## src/rtl/trig_pkg.sv

```systemverilog
package trig_pkg;
  typedef enum logic [1:0] {
    MODE_OFF  = 2'b00,
    MODE_SYNC = 2'b01,
    MODE_RSV2 = 2'b10,
    MODE_RSV3 = 2'b11
  } trig_mode_e;

  typedef enum logic [1:0] {
    PG_IDLE = 2'b00,
    PG_HIGH = 2'b01,
    PG_GAP  = 2'b10
  } pg_state_e;
endpackage

```

## src/rtl/trig_req_ctl.sv

```systemverilog
module trig_req_ctl
  import trig_pkg::*;
#(
  parameter int NUM_LINES = 8,
  parameter int SEL_W     = 4
) (
  input  logic                 clk_i,
  input  logic                 rst_ni,
  input  logic                 ctl_we_i,
  input  logic [SEL_W-1:0]     ctl_sel_i,
  input  logic [1:0]           ctl_mode_i,
  input  logic                 ctl_pulse_ni,
  input  logic                 ctl_irq_en_i,
  input  logic                 drv_we_i,
  input  logic [NUM_LINES-1:0] drv_data_i,
  input  logic                 start_i,
  output logic                 pend_o,
  output logic [SEL_W-1:0]     pend_line_o,
  output logic [SEL_W-1:0]     sel_o,
  output logic                 irq_en_o,
  output logic [NUM_LINES-1:0] drv_o
);
  logic armed_q, pend_q;
  logic [SEL_W-1:0] line_q, sel_q;
  logic ie_q;
  logic [NUM_LINES-1:0] drv_q;
  logic sel_ok, fire, new_req, rearm;

  assign sel_ok  = int'(ctl_sel_i) < NUM_LINES;
  assign fire    = ctl_we_i && !ctl_pulse_ni && armed_q;
  assign new_req = fire && sel_ok && (ctl_mode_i == MODE_SYNC);
  // re-arm only when no request would be overwritten
  assign rearm   = ctl_we_i && ctl_pulse_ni && (!pend_q || start_i);

  always_ff @(posedge clk_i or negedge rst_ni) begin
    if (!rst_ni) begin
      armed_q <= 1'b1;
      pend_q  <= 1'b0;
      line_q  <= '0;
      sel_q   <= '0;
      ie_q    <= 1'b0;
      drv_q   <= '0;
    end else begin
      if (ctl_we_i) begin
        sel_q <= ctl_sel_i;
        ie_q  <= ctl_irq_en_i;
      end
      if (rearm)     armed_q <= 1'b1;
      else if (fire) armed_q <= 1'b0;
      if (new_req) begin
        pend_q <= 1'b1;
        line_q <= ctl_sel_i;
      end else if (start_i) begin
        pend_q <= 1'b0;
      end
      if (drv_we_i) drv_q <= drv_data_i;
    end
  end

  assign pend_o      = pend_q;
  assign pend_line_o = line_q;
  assign sel_o       = sel_q;
  assign irq_en_o    = ie_q;
  assign drv_o       = drv_q;
endmodule

```

## src/rtl/trig_pulse_gen.sv

```systemverilog
module trig_pulse_gen
  import trig_pkg::*;
#(
  parameter int NUM_LINES  = 8,
  parameter int SEL_W      = 4,
  parameter int ASSERT_CYC = 1,
  parameter int GAP_CYC    = 1
) (
  input  logic                 clk_i,
  input  logic                 rst_ni,
  input  logic                 pend_i,
  input  logic [SEL_W-1:0]     pend_line_i,
  output logic                 start_o,
  output logic [NUM_LINES-1:0] pulse_o
);
  localparam int CNT_MAX = (ASSERT_CYC > GAP_CYC) ? ASSERT_CYC : GAP_CYC;
  localparam int CNT_W   = $clog2(CNT_MAX + 1);

  pg_state_e        state_q;
  logic [CNT_W-1:0] cnt_q;
  logic [SEL_W-1:0] line_q;

  // a waiting request may start straight out of the last gap cycle
  assign start_o = pend_i && ((state_q == PG_IDLE) ||
                              (state_q == PG_GAP && cnt_q == '0));

  always_ff @(posedge clk_i or negedge rst_ni) begin
    if (!rst_ni) begin
      state_q <= PG_IDLE;
      cnt_q   <= '0;
      line_q  <= '0;
    end else if (start_o) begin
      state_q <= PG_HIGH;
      cnt_q   <= CNT_W'(ASSERT_CYC - 1);
      line_q  <= pend_line_i;
    end else begin
      unique case (state_q)
        PG_HIGH: begin
          if (cnt_q == '0) begin
            state_q <= PG_GAP;
            cnt_q   <= CNT_W'(GAP_CYC - 1);
          end else begin
            cnt_q <= cnt_q - 1'b1;
          end
        end
        PG_GAP: begin
          if (cnt_q == '0) state_q <= PG_IDLE;
          else             cnt_q   <= cnt_q - 1'b1;
        end
        default: ;
      endcase
    end
  end

  for (genvar i = 0; i < NUM_LINES; i++) begin : g_line
    assign pulse_o[i] = (state_q == PG_HIGH) && (line_q == SEL_W'(i));
  end
endmodule

```

## src/rtl/trig_edge_irq.sv

```systemverilog
module trig_edge_irq #(
  parameter int NUM_LINES = 8,
  parameter int SEL_W     = 4
) (
  input  logic                 clk_i,
  input  logic                 rst_ni,
  input  logic [NUM_LINES-1:0] trig_in_i,
  input  logic [SEL_W-1:0]     sel_i,
  input  logic                 clr_i,
  input  logic                 irq_en_i,
  output logic                 flag_o,
  output logic                 irq_o
);
  logic [NUM_LINES-1:0] s1_q, s2_q, prev_q, rise;
  logic hit, flag_q;

  assign rise = s2_q & ~prev_q;

  always_comb begin
    hit = 1'b0;
    for (int i = 0; i < NUM_LINES; i++)
      if (sel_i == SEL_W'(i)) hit = hit | rise[i];
  end

  always_ff @(posedge clk_i or negedge rst_ni) begin
    if (!rst_ni) begin
      s1_q   <= '0;
      s2_q   <= '0;
      prev_q <= '0;
      flag_q <= 1'b0;
    end else begin
      s1_q   <= trig_in_i;
      s2_q   <= s1_q;
      prev_q <= s2_q;
      if (hit)        flag_q <= 1'b1;
      else if (clr_i) flag_q <= 1'b0;
    end
  end

  assign flag_o = flag_q;
  assign irq_o  = flag_q & irq_en_i;
endmodule

```

## src/rtl/trig_pulse_src.sv

```systemverilog
module trig_pulse_src #(
  parameter int NUM_LINES  = 8,
  parameter int SEL_W      = 4,
  parameter int ASSERT_CYC = 1,
  parameter int GAP_CYC    = 1
) (
  input  logic                 clk_i,
  input  logic                 rst_ni,
  input  logic                 ctl_we_i,
  input  logic [SEL_W-1:0]     ctl_sel_i,
  input  logic [1:0]           ctl_mode_i,
  input  logic                 ctl_pulse_ni,
  input  logic                 ctl_irq_en_i,
  input  logic                 ctl_irq_clr_i,
  input  logic                 drv_we_i,
  input  logic [NUM_LINES-1:0] drv_data_i,
  input  logic [NUM_LINES-1:0] trig_in_i,
  output logic [NUM_LINES-1:0] trig_o,
  output logic                 irq_o
);
  logic                 pend_q, start, ie_q, flag_q;
  logic [SEL_W-1:0]     pend_line, sel_q;
  logic [NUM_LINES-1:0] drv_q, pulse_vec, trig_q;

  trig_req_ctl #(.NUM_LINES(NUM_LINES), .SEL_W(SEL_W)) u_req (
    .clk_i, .rst_ni, .ctl_we_i, .ctl_sel_i, .ctl_mode_i, .ctl_pulse_ni,
    .ctl_irq_en_i, .drv_we_i, .drv_data_i,
    .start_i(start), .pend_o(pend_q), .pend_line_o(pend_line),
    .sel_o(sel_q), .irq_en_o(ie_q), .drv_o(drv_q)
  );

  trig_pulse_gen #(
    .NUM_LINES(NUM_LINES), .SEL_W(SEL_W),
    .ASSERT_CYC(ASSERT_CYC), .GAP_CYC(GAP_CYC)
  ) u_gen (
    .clk_i, .rst_ni, .pend_i(pend_q), .pend_line_i(pend_line),
    .start_o(start), .pulse_o(pulse_vec)
  );

  trig_edge_irq #(.NUM_LINES(NUM_LINES), .SEL_W(SEL_W)) u_irq (
    .clk_i, .rst_ni, .trig_in_i, .sel_i(sel_q),
    .clr_i(ctl_we_i && ctl_irq_clr_i), .irq_en_i(ie_q),
    .flag_o(flag_q), .irq_o
  );

  always_ff @(posedge clk_i or negedge rst_ni) begin
    if (!rst_ni) trig_q <= '0;
    else         trig_q <= drv_q | pulse_vec;
  end

  assign trig_o = trig_q;
endmodule

```

## config.mk

```make
export PLATFORM = sky130hd
export DESIGN_NAME = trig_pulse_src
export DESIGN_NICKNAME = d
export VERILOG_FILES = /design/src/rtl/trig_pkg.sv /design/src/rtl/trig_req_ctl.sv /design/src/rtl/trig_pulse_gen.sv /design/src/rtl/trig_edge_irq.sv /design/src/rtl/trig_pulse_src.sv
export SDC_FILE = /design/constraint.sdc
export NUM_CORES = 1
export LEC_CHECK = 0
export BUFFER_PORTS_ARGS = -buffer_cell sky130_fd_sc_hd__buf_2
export CAP_MARGIN = 40
export CORE_MARGIN = 2
export CORE_UTILIZATION = 40
export DETAILED_ROUTE_END_ITERATION = 8
export GPL_TIMING_DRIVEN = 1
export PLACE_DENSITY_LB_ADDON = 0.2
export SYNTH_ARGS = -nofsm -noshare
export SYNTH_HDL_FRONTEND = slang
export SYNTH_SLANG_ARGS = --single-unit
```

## constraint.sdc

```tcl
create_clock -name clk_i -period 1.35 [get_ports clk_i]
set_clock_uncertainty 0.1 [all_clocks]
set_input_delay 0.2025 -clock clk_i [delete_from_list [all_inputs] [get_ports clk_i]]
set_output_delay 0.2025 -clock clk_i [all_outputs]
set_load 0.02 [all_outputs]
```

== Word level (Yosys, flattened, before mapping) ==
Index checks and enable logic that the tools add are counted.
Widths: inputs -> output; s select.
Storage, ports and cells
  flip-flop bits (word level): 59
  output and inout port bits: 9
  memories: 0
  memory bits (writable): 0
  ROM bits: 0
  input port bits: 29
  latch bits: 0
  word-level logic and storage cells: 99
Operators by class
  eq/ne operators: 19
  bitwise gates (word level): 12
  $lt $le $gt $ge: 1
  mux-type cells: 21
  div/mod/pow operators: 0
  multipliers: 0
  reductions and logical operators: 31
  shift-type cells: 0
  add/subtract/negate cells: 1
Operators by type and width (number)
  $eq 4x3->1 const B: 8
  $logic_and 1x1->1: 17
  $mux 1: 17
  $eq 4x2->1 const B: 4
  $and 8x8->8: 1
  $eq 4x1->1 const B: 2
  $logic_not 4->1: 2
  $not 8->8: 1
  $or 8x8->8: 1
  $reduce_bool 2->1: 4
  $or 1x1->1: 7
  $mux 2: 3
  $ne 3x3->1 const B: 2
  $eq 2x1->1 const B: 2
  $lt 4x4->1 const B: 1
  $pmux 2 s2: 1
  $reduce_and 3->1: 1
  $reduce_bool 3->1: 1
  $eq 2x2->1 const B: 1
  $logic_not 1->1: 2
  $logic_not 2->1: 1
  $logic_or 1x1->1: 2
  $reduce_or 2->1: 1
  $and 1x1->1: 1
  2 further kinds: 2

== Logic depth before layout (Yosys ltp) ==
Gate-level depths: netlist of the first run.
  depth after elaboration: 18
  gate-level depth with buffers: 6

== By module ==
From an unflattened synthesis of the first run, not the netlist that was laid out.
Unflattened totals
  cell total of the unflattened synthesis: 131
  area, all modules: 2054.5 sq um
By module, submodules not included
  trig_req_ctl: area an instance 749.5 sq um, cells an instance 45, instances 1
  trig_edge_irq: area an instance 743.2 sq um, cells an instance 43, instances 1
  trig_pulse_gen: area an instance 305.3 sq um, cells an instance 26, instances 1
  trig_pulse_src: area an instance 256.5 sq um, cells an instance 17, instances 1

== Worst setup path before layout of the first run ==
Ideal clock, no wire load.
  kind: register to register
  start: register u_gen.state_q[0]
  end: register u_gen.line_q[0]
  data required time: 1.125 ns
  data arrival time: 1.254 ns
  clock period less this slack: 1.479 ns
  stages on the path, launching flop included: 5
  path slack: -0.129 ns
  cell sequence: dfrtp_1 -> inv_1 -> ha_1 -> o21ai_1 -> mux2_2
Between the ends
  cells in the longest elaborated chain, start to end: 4
  elaborated cells between the ends (all ways): 5
Ends and longest elaborated chain
  from (decl): RTL line trig_pulse_gen.sv:19  | pg_state_e state_q;
  from (signal assigned): RTL line trig_pulse_gen.sv:29  | state_q <= PG_IDLE;
  from (signal assigned): RTL line trig_pulse_gen.sv:33  | state_q <= PG_HIGH;
  from (signal assigned): RTL line trig_pulse_gen.sv:40  | state_q <= PG_GAP;
  $eq 2x2->1: RTL line trig_pulse_gen.sv:25  | (state_q == PG_GAP && cnt_q == '0));
  $logic_and 1x1->1: RTL line trig_pulse_gen.sv:25
  $logic_or 1x1->1 *: RTL line trig_pulse_gen.sv:24  | assign start_o = pend_i && ((state_q == PG_IDLE) ||
  $logic_and 1x1->1 *: RTL line trig_pulse_gen.sv:24
  to (signal assigned): RTL line trig_pulse_gen.sv:35  | line_q <= pend_line_i;
  to (decl): RTL line trig_pulse_gen.sv:21  | logic [SEL_W-1:0] line_q;
Mark *: on every way between the ends. The rest lies on a longest branch, timed or not.
A chain may end at the register's enable or synchronous reset.

== Worst setup path in the final report of the first run ==
  start: register u_gen.state_q[1]
  end: register u_gen.line_q[2]
The elaborated chain is that of the path after synthesis.

==> results.toml, run 1 <==
[sta]
setup_viol = 4
timing.final.crit_share = 1.05
relSlewSlack = 0.805
min_period_ns = 1.42
finalSetupTns_ns = -0.245
finalMaxSlewViolations = 0
layout_setup_ws_ns = -0.0658
rsz0062_at_grt = "yes"
tightest_slew_ns = 0.292
max_clock_freq_mhz = 706
hold_viol = 0
holdWs_ns = 0.0138

[drt]
routedWlPerCell_um = 12.7
viasPerCell = 4.54
drc = 0
drtIter0Drc = 42
wl_um = 3450
ant_nets = 0
num_vias = 1229
dr.pass1.iters = 2

[clock_network]
htree_num_levels = 3
cts_tree = "done"
clock_path_buffers = 2
worstSkewPairLatency_ns = 0.33
cts-root-buf = "clkbuf_8"
cts_num_sinks = 58
cts_made_buffers = 9
cts.clk_slew.worst_paths_ns = 0.06

[placement]
hpwlAfterDp_um = 2360
gp_congestion = 0.702
dpl-instance-area_um2 = 2410
portBuffers = 37
dp_cells = 240
dp_slack_ns = -0.0559

[synth]
synthFlopType = "dfrtp_1"
synth-seq-cells = 58
ys.warnings.count = 0
synth_area_um2 = 2060
synth_edf_count = 0
ys_types = 31
synth_nets = 163
syn_inst = 131
postSynthAreaPerCell_um2 = 15.7
synthArstFlopShare = 1.00
ys_seq_area_frac = 0.705

[layout]
n_antenna_cell = 0
seqCellArea_um2 = 1450
nets = 228
fin_area_um2 = 2790
final_cells = 271
fillers = 410
final_util = 0.553
drive_gt1_frac = 0.468
multi_input_area_um2 = 659
syn_to_final_growth_pct = 35.5

[worst_setup_path]
crit_start = "u_gen.state_q[1]"
reg2reg_depth = 4
path_cells = "inv_2 > ha_4 > o21ai_4 > mux2_4"
rrSetupSlack_ns = -0.07
crit_required_ns = 1.46
worst-setup-path-type = "flop to flop"
r2r-start = "u_gen.state_q[1]"
critical_path_arrival_ns = 1.53
cp_max_fo = 5
endpoint = "u_gen.line_q[2]"
slowest_stage = "dfrtp_1"
r2r-end = "u_gen.line_q[2]"
start_kind = "flop"
cp-end-kind = "flop"
cpPeakStageDelay_ns = 0.41

[outcome]
violations = "negative setup slack"
status = "finished with violations"

[run]
drv_cap = 0

[grt]
grt_pass1_wl_um = 5880
grt_overflow = 0
grt_max_degree = 59
antenna_found_initial = 0
grt.total_usage = 0.145
grt_pass1_vias = 1366

[floorplanning]
fp-row-count = 26
initial_core_util = 0.408
fp.coreArea_um2 = 5040
die-area_um2 = 5740
io_pins = 38
dieHeight_um = 75.8
die_w_um = 75.8

[power]
leakage_nw = 1.31
ir_worst_vdd_v = 0.000809
p_total_mw = 4.29
powerDensity_nw_per_um2 = 1540

[min_path]
hold_path.class = "input port to flop"
how the worst min path moves through the flow:
| stage | slack, ns | end | cells past startpoint | start |
|---|---|---|---|---|
| global route | 0.008 | u_req.drv_o[2] | 2 | drv_data_i[2] |
| floorplan | -0.19 | trig_o[0] | 0 | rst_ni |
| global placement | 0.12 | u_gen.line_q[0] | 2 | rst_ni |
| finish | 0.01 | u_req.drv_o[2] | 2 | drv_data_i[2] |
| CTS | 0.001 | u_req.drv_o[7] | 2 | drv_data_i[7] |
| detailed placement | 0.12 | u_req.pend_line_o[2] | 2 | rst_ni |
critical path: cells and delay by family (launching register included):
family | cells | cell delay [ns]
flops | 1 | 0.41
mux | 1 | 0.32
compound gates | 1 | 0.22
fa+ha+maj | 1 | 0.17
buf+inv | 1 | 0.08
cell type report:
class / count / share of cell area
flip-flops and latches: 58 / 0.521
multi-input cells: 66 / 0.236
repair buffers: 56 / 0.137
clock buffers: 13 / 0.0534
well taps: 70 / 0.0314
clock inverters: 3 / 0.0143
inverters: 5 / 0.00673
state kept, by name, summed over array words and instances (netlist names):
register and flops:
u_irq.s2_q 8, trig_o 8, u_req.pend_o 1, u_req.irq_en_o 1, u_irq.flag_o 1, u_req.sel_o 4
u_req.armed_q 1, u_req.drv_o 8, u_irq.s1_q 8, u_gen.line_q 4, u_gen.state_q 2, u_req.pend_line_o 4
u_irq.prev_q 8
what timing repair did:
item,in CTS,in global routing
setup endpoints to repair,7,11
hold endpoints to repair,69,1
resized for setup,3,8
buffers inserted,1,0
hold buffers,13,1
pin swaps,1,3
cell usage after synthesis (2+ instances only):
master    count  area, µm²
dfrtp_1      57       1430
mux2_2       17        191
nor2_1        6       22.5
inv_1         5       18.8
a31o_2        4       35.0
nand2_1       4       15.0
and2_1        3       18.8
ha_1          3       37.5
mux2_4        3       45.0
o21ai_0       3       15.0
a21o_1        2       15.0
a21oi_1       2       10.0
a41o_1        2       20.0
nand2b_1      2       12.5
nand3b_1      2       15.0
cells in the final DEF (no fill, tap or decap), types with 3 or more instances in the layout:
cell and count:
clkbuf_1 3, clkbuf_8 10, inv_1 3, dlygate4sd3_1 14
dfrtp_1 56, mux2_2 13, buf_4 4, mux2_4 7
nand2_1 4, o21ai_0 3, nor2_1 6, buf_2 36
a31o_2 4
per-layer routing:
| metal | vias up | track usage | part of all wire |
|---|---|---|---|
| met2 | 26 | 0.245 | 0.53 |
| li1 | 588 | - | - |
| met1 | 609 | 0.153 | 0.41 |
| met5 | - | 0 | 0 |
| met3 | 6 | 0.0595 | 0.042 |
| met4 | 0 | 0.0760 | 0.017 |
cell families (layout without fill, tap and decap cells):
| logic type | Yosys count | count (layout) | synth area share |
|---|---|---|---|
| simple gates | 23 | 23 | 0.0711 |
| fa+ha+maj | 3 | 3 | 0.0182 |
| flops | 58 | 58 | 0.705 |
| mux | 21 | 21 | 0.120 |
| compound gates | 19 | 19 | 0.0686 |
| buf+inv | 7 | 77 | 0.0170 |
power breakdown:
| group | switching [mW] | internal (mW) |
|---|---|---|
| combinational | 0.287 | 0.404 |
| sequential | 0.162 | 1.93 |
| clock | 0.613 | 0.898 |
| total | 1.06 | 3.23 |
(Power assumes the default switching activity.)
==> inputs of run 2 (changes only) <==
Settings changed: GPL_TIMING_DRIVEN 1 to 0.
==> run 2 against run 1 <==
Against the previous run:
- the run still ends with negative setup slack left
- cell count decreased by 2.6%
- fmax decreased by 0.73%
- die area unchanged
- worst setup slack worse by 0.010 ns
==> results.toml, run 2 (synthesized netlist as in run 1, its figures left out) <==
[floorplanning]
dieHeight_um = 75.8
die-area_um2 = 5740
io_pins = 38
initial_core_util = 0.408
fp-row-count = 26
fp.coreArea_um2 = 5040
die_w_um = 75.8

[worst_setup_path]
cp_max_fo = 6
cpPeakStageDelay_ns = 0.41
critical_path_arrival_ns = 1.53
rrSetupSlack_ns = -0.08
cp_num_cells = 4
start_kind = "flop"
slowest_stage = "dfrtp_1"
path_cells = "inv_2 > ha_4 > o21ai_4 > mux2_4"
reg2reg_depth = 4
critical-path-top-delay-family = "flip-flops"
path_buf_inv = 1
crit_required_ns = 1.45
worst-setup-path-type = "flop to flop"
cp-end-kind = "flop"

[sta]
finalMaxSlewViolations = 0
layout_setup_ws_ns = -0.0763
tightest_slew_ns = 0.671
relSlewSlack = 0.553
rsz0062_at_grt = "yes"
hold_viol = 0
max_clock_freq_mhz = 701
min_period_ns = 1.43
timing.final.crit_share = 1.06
setup_viol = 4

[layout]
final_cell_mix = "56 x dfrtp_1, 35 x buf_2, 13 x mux2_2, 11 x clkbuf_8, 10 x dlygate4sd3_1"
nets = 222
final_util = 0.538
syn_to_final_growth_pct = 31.8
final_cells = 264
final_common_cell = "dfrtp_1"
fin_area_um2 = 2710
drive_gt1_frac = 0.474
n_antenna_cell = 0

[placement]
hpwlAfterDp_um = 2410
portBuffers = 35
gp_congestion = 0.716
dp_cells = 237
dpl-instance-area_um2 = 2390
dp_slack_ns = -0.0750

[min_path]
hold_depth = 2
hold_path.class = "input port to flop"

[outcome]
status = "finished with violations"
violations = "negative setup slack"

[clock_network]
cts.clk_slew.worst_paths_ns = 0.06
worstSkewPairLatency_ns = 0.32
cts_tree = "done"
cts_made_buffers = 9
clock_path_buffers = 2
htree_num_levels = 3
cts_num_sinks = 58
cts-root-buf = "clkbuf_8"

[power]
leakage_nw = 1.28
ir_worst_vdd_v = 0.000836
powerDensity_nw_per_um2 = 1520
p_total_mw = 4.13

[drt]
drc = 0
routedWlPerCell_um = 13.2
wl_um = 3490
dr.pass1.iters = 4
drtIter0Drc = 62
num_vias = 1227
viasPerCell = 4.65
ant_nets = 0

[grt]
grt_pass1_wl_um = 5770
grt.total_usage = 0.141
grt_max_degree = 31
antenna_found_initial = 0
grt_overflow = 0
grt_pass1_vias = 1297

[run]
drv_cap = 0
run 2: cell types whose count changed in the layout (fill, tap and decap cells not counted), sizes merged:
cell and change:
clkinv -1, clkinvlp +1, bufinv -1, buf -2, dlygate4sd3 -4
run 2: what timing repair did:
item / in CTS / in global routing
endpoints found under the hold margin: 37 / 0
gates cloned: 0 / 0
setup buffers: 1 / 1
pin swaps: 0 / 2
gates resized for setup: 3 / 7
setup endpoints to repair: 8 / 10
hold buffers: 10 / 0
run 2: cell type report:
| type | count | area (µm²) |
|---|---|---|
| fill | 427 | 2330 |
| sequential | 58 | 1450 |
| multi-input combinational | 66 | 649 |
| timing repair buffer | 48 | 317 |
| clock buffer | 13 | 159 |
| tap | 70 | 87.6 |
| inverter | 5 | 18.8 |
| buffer | 2 | 16.3 |
| clock inverter | 2 | 12.5 |
run 2: worst paths after layout:
| path | start | end |
|---|---|---|
| worst max-delay path | u_gen.state_q[1] | u_gen.line_q[2] |
| worst max register to register | u_gen.state_q[1] | u_gen.line_q[2] |
| worst min-delay path | drv_data_i[0] | u_req.drv_o[0] |
| worst min register to register | u_irq.s1_q[5] | u_irq.s2_q[5] |
| max in group asynchronous | rst_ni | u_irq.s1_q[1] |
| min in group asynchronous | rst_ni | u_gen.state_q[0] |
run 2: worst reg2reg max path, cell delays in order (launching register included):
cell and delay (ns):
dfrtp_1 0.41, inv_2 0.08, ha_4 0.17, o21ai_4 0.23
mux2_4 0.32
run 2: routing by layer:
metal  global-route usage  wire length [µm]
met2                0.236              1800
met1                0.160              1510
met4               0.0760                54
met5                    0                 0
met3               0.0476               127
run 2: metrics by stage:
step	setup TNS (ns)	hold slack, ns
finish	-0.289	0.0179
detailed placement	-0.345	0.181
floorplan	-0.00452	-0.193
CTS	-0.340	0.00117
global route	-0.497	0.00318
global placement	-1.39	0.210
run 2: report_power, final:
part	leakage (nW)	total (mW)	internal, mW	switching, mW
Combinational	0.498	0.675	0.387	0.289
Clock	0.0855	1.37	0.754	0.619
Sequential	0.692	2.08	1.93	0.154
==> inputs of run 3 (changes only) <==
--- a/config.mk
+++ b/config.mk
@@ -9,3 +9,3 @@
 export CAP_MARGIN = 40
-export CORE_MARGIN = 2
+export CORE_MARGIN = 3
 export CORE_UTILIZATION = 40
@@ -14,2 +14,3 @@
 export PLACE_DENSITY_LB_ADDON = 0.2
+export RECOVER_POWER = 50
 export SYNTH_ARGS = -nofsm -noshare
--- a/constraint.sdc
+++ b/constraint.sdc
@@ -4,2 +4,2 @@
 set_output_delay 0.2025 -clock clk_i [all_outputs]
-set_load 0.02 [all_outputs]
+set_load 0.05 [all_outputs]
==> run 3 against run 2 <==
Against the previous run:
- the run still ends with negative setup slack left
- count of clock-buffer cells in the layout decreased by 2
- worst setup slack got worse by 0.015 ns
- utilization is 3.9 points higher
- power is 9.2% higher
- critical endpoint is now u_gen.line_q[3]
- cell area is 3.1% higher
==> results.toml, run 3 (synthesized netlist as in run 1, its figures left out) <==
[outcome]
status = "finished with violations"
violations = "negative setup slack"

[sta]
setup_viol = 4
min_period_ns = 1.44
holdWs_ns = 0.0212
timing.final.crit_share = 1.07
relSlewSlack = 0.561
tightest_slew_ns = 0.659
layout_setup_ws_ns = -0.0908
max_clock_freq_mhz = 694
rsz0062_at_grt = "yes"
hold_viol = 0
finalMaxSlewViolations = 0

[worst_setup_path]
path_cells = "inv_2 > ha_4 > o21ai_4 > mux2_4"
start_kind = "flop"
cp-end-kind = "flop"
critical_path_arrival_ns = 1.55
worst-setup-path-type = "flop to flop"
slowest_stage = "dfrtp_1"
rrSetupSlack_ns = -0.09
cpPeakStageDelay_ns = 0.42
critical-path-top-delay-family = "flip-flops"
crit_required_ns = 1.46
path_buf_inv = 1
cp_max_fo = 6

[run]
drv_cap = 0

[power]
powerDensity_nw_per_um2 = 1610
leakage_nw = 1.32
p_total_mw = 4.51
ir_worst_vdd_v = 0.000897

[drt]
drc = 0
drtIter0Drc = 62
ant_nets = 0
wl_um = 3510
viasPerCell = 4.65
dr.pass1.iters = 4
routedWlPerCell_um = 13.2
num_vias = 1242

[layout]
syn_to_final_growth_pct = 35.8
fillers = 398
n_antenna_cell = 0
drive_gt1_frac = 0.460
final_cell_mix = "57 x dfrtp_1, 34 x buf_2, 15 x dlygate4sd3_1, 13 x mux2_2, 9 x clkbuf_8"
final_common_cell = "dfrtp_1"
final_util = 0.577
nets = 227

[grt]
grt_pass1_vias = 1352
antenna_found_initial = 0
grt_overflow = 0
grt.total_usage = 0.132
grt_max_degree = 33
grt_pass1_wl_um = 6090

[clock_network]
worstSkewPairLatency_ns = 0.32
cts_num_sinks = 58
cts_made_buffers = 9
htree_num_levels = 3
clock_path_buffers = 2
cts_tree = "done"
cts.clk_slew.worst_paths_ns = 0.07
cts-root-buf = "clkbuf_8"

[min_path]
hold_path.class = "input port to flop"

[floorplanning]
fp-row-count = 25
die-area_um2 = 6050
initial_core_util = 0.425
fp.coreArea_um2 = 4850
io_pins = 38
die_w_um = 77.8
dieHeight_um = 77.8

[placement]
portBuffers = 35
dp_slack_ns = -0.0854
gp_congestion = 0.737
hpwlAfterDp_um = 2390
==> run 3: metal layers <==
metal | vias to the layer above | GRT usage | part of all wire
li1 | 588 | - | -
met1 | 618 | 0.144 | 0.42
met2 | 30 | 0.223 | 0.52
met3 | 6 | 0.0476 | 0.048
met4 | 0 | 0.0676 | 0.014
met5 | - | 0 | 0
==> run 3: path summary, 6_finish.rpt <==
check,from,to,cells past startpoint
hold / removal,drv_data_i[6],u_req.drv_o[6],2
min in group asynchronous,rst_ni,u_req.pend_o,2
setup / recovery,u_gen.state_q[1],u_gen.line_q[3],4
hold reg to reg,u_irq.s1_q[2],u_irq.s2_q[2],0
max in group asynchronous,rst_ni,u_req.armed_q,3
setup reg to reg,u_gen.state_q[1],u_gen.line_q[3],4
==> run 3: worst reg2reg max path: cells and delay by family (launching register included) <==
kind	cells	cell delay, ns
flops	1	0.42
buf+inv	1	0.08
compound gates	1	0.23
mux	1	0.33
fa+ha+maj	1	0.17
==> run 3: timing repair <==
item | in CTS | in global routing
gates cloned | 0 | 0
hold buffers | 12 | 3
pin swaps | 0 | 2
gates resized for setup | 6 | 5
hold endpoints to repair | 37 | 3
setup buffers | 0 | 2
setup endpoints to repair | 11 | 11
==> run 3: final cells by class <==
type | count | area (µm²) | area share
Sequential cell | 58 | 1450 | 0.519
Inverter | 5 | 18.8 | 0.00671
Clock inverter | 5 | 78.8 | 0.0282
Multi-Input combinational cell | 66 | 649 | 0.232
Clock buffer | 11 | 131 | 0.0470
Tap cell | 67 | 83.8 | 0.0300
Buffer | 2 | 16.3 | 0.00581
Timing Repair Buffer | 53 | 367 | 0.131
==> run 3: report_power, final <==
part	switching (mW)	internal [mW]	leakage, nW
logic	0.358	0.387	0.519
clock network	0.643	1.04	0.107
registers	0.156	1.93	0.693
total	1.16	3.35	1.32
==> run 3: through the flow <==
| step | setup TNS, ns | instance area, µm² | cells |
|---|---|---|---|
| 2_1_floorplan | -0.00452 | 2110 | 131 |
| 3_3_place_gp | -1.27 | 2370 | 233 |
| 3_5_place_dp | -0.418 | 2390 | 234 |
| 4_1_cts | -0.392 | 2740 | 262 |
| 5_1_grt | -0.664 | 2800 | 267 |
| 6_report | -0.341 | 2800 | 267 |
